### src/rtl/rgtx_pkg.sv
`timescale 1ns/1ps
package rgtx_pkg;

  localparam int unsigned RGTX_BYTE_W = 8;

  // data lines are driven only while a frame or an error is signalled
  function automatic logic rgtx_keep_data(input logic en, input logic err);
    return en | err;
  endfunction

  // falling-phase control level: steady high for clean frames
  function automatic logic rgtx_fall_ctl(input logic en, input logic err);
    return en ^ err;
  endfunction

endpackage

### src/rtl/rgtx_capture.sv
`timescale 1ns/1ps
module rgtx_capture #(
  parameter int unsigned BYTE_W = 8
) (
  input  logic              clk,
  input  logic              rst,
  input  logic [BYTE_W-1:0] in_data,
  input  logic              in_en,
  input  logic              in_err,
  output logic [BYTE_W-1:0] cap_data,
  output logic              cap_en,
  output logic              cap_err
);
  import rgtx_pkg::*;

  always_ff @(posedge clk) begin
    if (rst) begin
      cap_data <= '0;
      cap_en   <= 1'b0;
      cap_err  <= 1'b0;
    end else begin
      cap_data <= rgtx_keep_data(in_en, in_err) ? in_data : '0;
      cap_en   <= in_en;
      cap_err  <= in_err;
    end
  end

endmodule

### src/rtl/rgtx_ctl_encode.sv
`timescale 1ns/1ps
module rgtx_ctl_encode (
  input  logic en,
  input  logic err,
  output logic ctl_rise,
  output logic ctl_fall
);
  import rgtx_pkg::*;

  always_comb begin
    ctl_rise = en;
    ctl_fall = rgtx_fall_ctl(en, err);
  end

endmodule

### src/rtl/rgtx_ddr_lane.sv
`timescale 1ns/1ps
module rgtx_ddr_lane (
  input  logic clk,
  input  logic rst,
  input  logic d_rise,
  input  logic d_fall,
  output logic rise_q,
  output logic fall_q,
  output logic q
);
  logic fall_hold;

  // both halves load on the rising edge so they stay paired
  always_ff @(posedge clk) begin
    if (rst) begin
      rise_q <= 1'b0;
      fall_q <= 1'b0;
    end else begin
      rise_q <= d_rise;
      fall_q <= d_fall;
    end
  end

  // re-time the second half so it is stable across the whole low phase
  always_ff @(negedge clk) begin
    if (rst) fall_hold <= 1'b0;
    else     fall_hold <= fall_q;
  end

  assign q = clk ? rise_q : fall_hold;

endmodule

### src/rtl/rgtx_ddr_encoder.sv
`timescale 1ns/1ps
module rgtx_ddr_encoder #(
  parameter int unsigned BYTE_W = rgtx_pkg::RGTX_BYTE_W,
  localparam int unsigned NIB_W = BYTE_W / 2
) (
  input  logic              clk,
  input  logic              rst,
  input  logic [BYTE_W-1:0] gm_data,
  input  logic              gm_en,
  input  logic              gm_err,
  output logic              txc_o,
  output logic [NIB_W-1:0]  txd_o,
  output logic              txctl_o
);
  localparam int unsigned LANES = NIB_W + 1;
  localparam int unsigned CTL_LANE = NIB_W;

  logic [BYTE_W-1:0] cap_data;
  logic              cap_en;
  logic              cap_err;
  logic              ctl_rise;
  logic              ctl_fall;
  logic [LANES-1:0]  lane_d_rise;
  logic [LANES-1:0]  lane_d_fall;
  logic [LANES-1:0]  lane_rise_q;
  logic [LANES-1:0]  lane_fall_q;
  logic [LANES-1:0]  lane_q;

  rgtx_capture #(.BYTE_W(BYTE_W)) u_capture (
    .clk      (clk),
    .rst      (rst),
    .in_data  (gm_data),
    .in_en    (gm_en),
    .in_err   (gm_err),
    .cap_data (cap_data),
    .cap_en   (cap_en),
    .cap_err  (cap_err)
  );

  rgtx_ctl_encode u_ctl (
    .en       (cap_en),
    .err      (cap_err),
    .ctl_rise (ctl_rise),
    .ctl_fall (ctl_fall)
  );

  generate
    for (genvar j = 0; j < LANES; j++) begin : g_lane
      if (j < NIB_W) begin : g_data
        assign lane_d_rise[j] = cap_data[j];
        assign lane_d_fall[j] = cap_data[j + NIB_W];
      end else begin : g_ctl
        assign lane_d_rise[j] = ctl_rise;
        assign lane_d_fall[j] = ctl_fall;
      end
      rgtx_ddr_lane u_lane (
        .clk    (clk),
        .rst    (rst),
        .d_rise (lane_d_rise[j]),
        .d_fall (lane_d_fall[j]),
        .rise_q (lane_rise_q[j]),
        .fall_q (lane_fall_q[j]),
        .q      (lane_q[j])
      );
    end
  endgenerate

  assign txd_o   = lane_q[NIB_W-1:0];
  assign txctl_o = lane_q[CTL_LANE];
  assign txc_o   = clk;

  // count clean edges since reset so end-to-end checks look back only that far
  logic [1:0] age_q;
  always_ff @(posedge clk) begin
    if (rst)               age_q <= 2'd0;
    else if (age_q != 2'd2) age_q <= age_q + 2'd1;
  end

  AST_RISE_NIBBLE: assert property (@(posedge clk) disable iff (rst)
    (age_q == 2'd2) |-> lane_rise_q[NIB_W-1:0] ==
      (($past(gm_en, 2) | $past(gm_err, 2)) ? $past(gm_data[NIB_W-1:0], 2) : '0));
  AST_RISE_CTL: assert property (@(posedge clk) disable iff (rst)
    (age_q == 2'd2) |-> lane_rise_q[CTL_LANE] == $past(gm_en, 2));
  AST_FALL_NIBBLE: assert property (@(posedge clk) disable iff (rst)
    (age_q == 2'd2) |-> lane_fall_q[NIB_W-1:0] ==
      (($past(gm_en, 2) | $past(gm_err, 2)) ? $past(gm_data[BYTE_W-1:NIB_W], 2) : '0));
  AST_FALL_CTL: assert property (@(posedge clk) disable iff (rst)
    (age_q == 2'd2) |-> lane_fall_q[CTL_LANE] == ($past(gm_en, 2) ^ $past(gm_err, 2)));
  AST_IDLE_QUIET: assert property (@(posedge clk) disable iff (rst)
    ((age_q == 2'd2) && !$past(gm_en, 2) && !$past(gm_err, 2)) |->
      (lane_rise_q == '0 && lane_fall_q == '0));
  AST_GOOD_FRAME_HIGH: assert property (@(posedge clk) disable iff (rst)
    ((age_q == 2'd2) && $past(gm_en, 2) && !$past(gm_err, 2)) |->
      (lane_rise_q[CTL_LANE] && lane_fall_q[CTL_LANE]));
  AST_RESET_CLEAR: assert property (@(posedge clk) disable iff (rst)
    $fell(rst) |-> (lane_rise_q == '0 && lane_fall_q == '0));

endmodule

### config.mk
export PLATFORM = sky130hd
export DESIGN_NAME = rgtx_ddr_encoder
export DESIGN_NICKNAME = d
export VERILOG_FILES = /design/src/rtl/rgtx_pkg.sv /design/src/rtl/rgtx_capture.sv /design/src/rtl/rgtx_ctl_encode.sv /design/src/rtl/rgtx_ddr_lane.sv /design/src/rtl/rgtx_ddr_encoder.sv
export SDC_FILE = /design/constraint.sdc
export NUM_CORES = 1
export LEC_CHECK = 0
export ABC_AREA = 1
export CAP_MARGIN = 0
export CORE_MARGIN = 5
export CORE_UTILIZATION = 43
export CTS_CLUSTER_DIAMETER = 80
export DETAILED_ROUTE_END_ITERATION = 6
export PLACE_DENSITY = 0.7
export SETUP_SLACK_MARGIN = 0.15
export SLEW_MARGIN = 30
export SYNTH_ARGS = -nofsm -noshare
export SYNTH_HDL_FRONTEND = slang
export SYNTH_SLANG_ARGS = --single-unit
### constraint.sdc
create_clock -name clk -period 0.8 [get_ports clk]
set_clock_uncertainty 0.1 [all_clocks]
set_input_delay 0.08 -clock clk [delete_from_list [all_inputs] [get_ports clk]]
set_output_delay 0.08 -clock clk [all_outputs]
set_load 0.03 [all_outputs]
**Yosys cells after proc, flatten, opt, wreduce, memory -nomap -nowiden**

Index checks and enable logic that the tools add are counted.

- Output and inout port bits: 6
- Input bits: 12
- Logic and storage cells: 27
- Flip-flop bits (word level): 25

- Bitwise logic cells: 3
- Mux-type cells: 5
- Reduce and logical (&&, ||, !) cells: 1

Operators with widths:

| cell | count |
|---|---|
| 2-to-1 mux 1 bit | 5 |
| OR reduction 2 bit | 1 |
| inverter 1 bit | 1 |
| OR 1 bit | 1 |
| XOR 1 bit | 1 |

**Longest topological paths before layout**

- Depth after elaboration: 3
- Gate-level depth with buffers: 4
- Mapped depth without buffers: 3

**Modules after synthesis**

From an unflattened synthesis, not the netlist that was laid out.

- Cells, all modules: 104
- Area total of the unflattened synthesis: 864.6 um2

By module, submodules not included:

| module | area an instance (um2) | cells an instance | instances | seq. area each (um2) |
|---|---|---|---|---|
| rgtx_ddr_lane | 102.6 | 13 | 5 | 60.1 |
| rgtx_capture | 317.8 | 32 | 1 | 200.2 |
| rgtx_ctl_encode | 26.3 | 6 | 1 | 0.0 |
| rgtx_ddr_encoder | 7.5 | 1 | 1 | 0.0 |

==> impl_metrics.yaml <==
status:
  status: "finished, violations left"
  violations: "negative hold slack, negative setup slack"
floorplanning:
  rows: 16
  io_pins: 18
  die-area_um2: 2950
  die_w_um: 54.3
  fp.dieH_um: 54.3
  start_util_pct: 43.9
  core_um2: 1920
yosys:
  ys_types: 10
  synthDominantCellAreaShare_pct: 59.3
  synth.cell_area_um2: 845
  syn-num-nets: 114
  synth-async-reset-ratio_pct: 0
  yosysSeqAreaShare_pct: 59.3
  synth_cells: 102
  netlist_top_cells_area: "dfxtp_1, inv_1, nor2_1"
  synth_most_common_cell: "inv_1"
  synth_flop_cell: "dfxtp_1"
  synth_seq_cells: 25
  netlist_top_cells_count: "inv_1, dfxtp_1, nor2_1"
  synth-edff-count: 0
  synth_top_area_cell: "dfxtp_1"
  synth_warnings: 0
  synth.avg_cell_area_um2: 8.28
sta:
  rsz0062_at_grt: "true"
  setup_viol: 21
  setup_slack_ns: -0.821
  final_max_slew_viol_count: 0
  timing.slew.headroom_pct: 81.6
  hold_viol: 3
  hold-worst-slack_ns: -0.0505
  tightestPinTransition_ns: 0.275
setup_path:
  path_max_fanout: 1
  path_cells: "nand2_1 > nand2_1 > buf_6"
  crit_type: "register to output port"
  crit_family: "flip-flops"
  cp_slowest_cell: "dfxtp_1"
  arrival_ns: 1.44
  max_stage_delay_ns: 0.30
  crit_required_ns: 0.62
  r2r_setup_slack_ns: -0.14
  cp-start-kind: "register"
  crit_path_end_kind: "output port"
  cpMostUsedCell: "nand2_1"
  cp_num_buf_inv: 1
finish:
  drive_above_1_share_pct: 32.4
  area_growth_pct: 42.4
  antennaDiodeCount: 0
  layout.nets: 149
  fin_util_pct: 62.6
  stdcell_area_um2: 1200
global_route:
  first_global_vias: 735
  grtUsageTotal_pct: 13.3
  grt_max_degree: 10
  gr-total-overflow: 0
  antenna_found_initial: 0
  grt_first_pass_wirelength_um: 2490
placed_design:
  dpl_cell_area_um2: 1020
  gp_congestion: 0.661
  io_buffers: 17
  dp_hpwl_um: 828
  place_ws_ns: -0.846
clocking:
  cts_tree: "yes"
  insertion_delay_ns: 0.43
  clkTransAtPathRegs_ns: 0.10
power_and_ir_drop:
  p_leak_nw: 0.614
  p_per_area_nw_per_um2: 2940
  vdd_drop_max_mv: 1.58
  p_total_mw: 3.53
routing:
  drc: 0
  wl_per_cell_um: 8.36
  dr.pass1.iters: 4
  wl_um: 1390
  ant_nets: 0
  avgViaCountPerCell: 3.87
  vias: 643
  drtIter0Drc: 7
min_path:
  hold_path_class: "input port to register"
run:
  cap_violations: 0
path summary, 6_finish.rpt:
| path | startpoint | endpoint | depth (start not counted) |
|---|---|---|---|
| worst max-delay path | g_lane[0].u_lane.fall_hold | txd_o[0] | 3 |
| worst min-delay path | gm_err | u_capture.cap_err | 3 |
| worst max register to register | g_lane[1].u_lane.fall_q | g_lane[1].u_lane.fall_hold | 2 |
| worst min register to register | u_capture.cap_data[1] | g_lane[1].u_lane.rise_q | 2 |
worst min-delay path, cell delays in order:
cell           delay [ns]
dlygate4sd2_1        0.28
inv_1                0.06
nor2_1               0.03
metal layers:
layer | track usage (%) | part of all wire (%)
met2 | 18.7 | 53
met3 | 11.2 | 8.6
met1 | 9.88 | 38
met5 | 0 | 0
met4 | 16.6 | 0.86
state kept, by name, indices dropped and copies added (netlist names):
register,count
u_capture.cap_data,8
g_lane.u_lane.fall_hold,5
g_lane.u_lane.fall_q,5
g_lane.u_lane.rise_q,5
u_capture.cap_en,1
u_capture.cap_err,1
through the flow:
step,cells,hold WS (ns),TNS (ns)
after floorplan,102,0.0752,-2.21
after global placement,142,0.293,-14.62
after detailed placement,142,0.298,-14.86
after CTS,166,-0.0706,-5.03
after global routing,166,-0.0631,-5.42
final,166,-0.0505,-4.84
final cells by class:
class / count / area (µm²)
well taps: 27 / 33.8
fillers: 168 / 719
clock buffers: 16 / 146
clock inverters: 13 / 55.1
flip-flops and latches: 25 / 512
repair buffers: 16 / 151
multi-input cells: 43 / 204
inverters: 26 / 100
kinds of logic after synthesis:
family	after synthesis	synth area share, %
AOI/OAI and AO/OA	2	2.52
and+or+nand+nor	41	18.8
buffers and inverters	34	19.4
DFF	25	59.3
where the power goes:
group          switching [mW]  total, mW  internal, mW  leakage, nW
Sequential             0.0172       1.32          1.30        0.209
Combinational          0.0700      0.158        0.0878        0.226
Clock                    1.12       2.06         0.937        0.178
cell usage in the layout (no fill, tap or decap), types with 2 or more instances in the layout:
cell / Yosys / routed
buf_4: 5 / 3
buf_6: 2 / 8
clkbuf_4: 0 / 8
clkdlybuf4s50_1: 0 / 8
clkinvlp_2: 0 / 2
dfxtp_1: 25 / 16
dfxtp_2: 0 / 9
dlygate4sd2_1: 0 / 3
inv_1: 26 / 33
inv_2: 0 / 2
nand2_1: 16 / 12
nand2_2: 0 / 3
nor2_1: 23 / 21
nor2_2: 2 / 4
repair_timing:
| item | CTS | global route |
|---|---|---|
| gates cloned | 0 | 0 |
| resized for setup | 53 | 13 |
| pin swaps | 8 | 0 |
| setup buffers | 2 | 0 |
| endpoints found under the setup margin | 37 | 22 |
| endpoints found under the hold margin | 3 | 3 |
(Power assumes the default switching activity.)
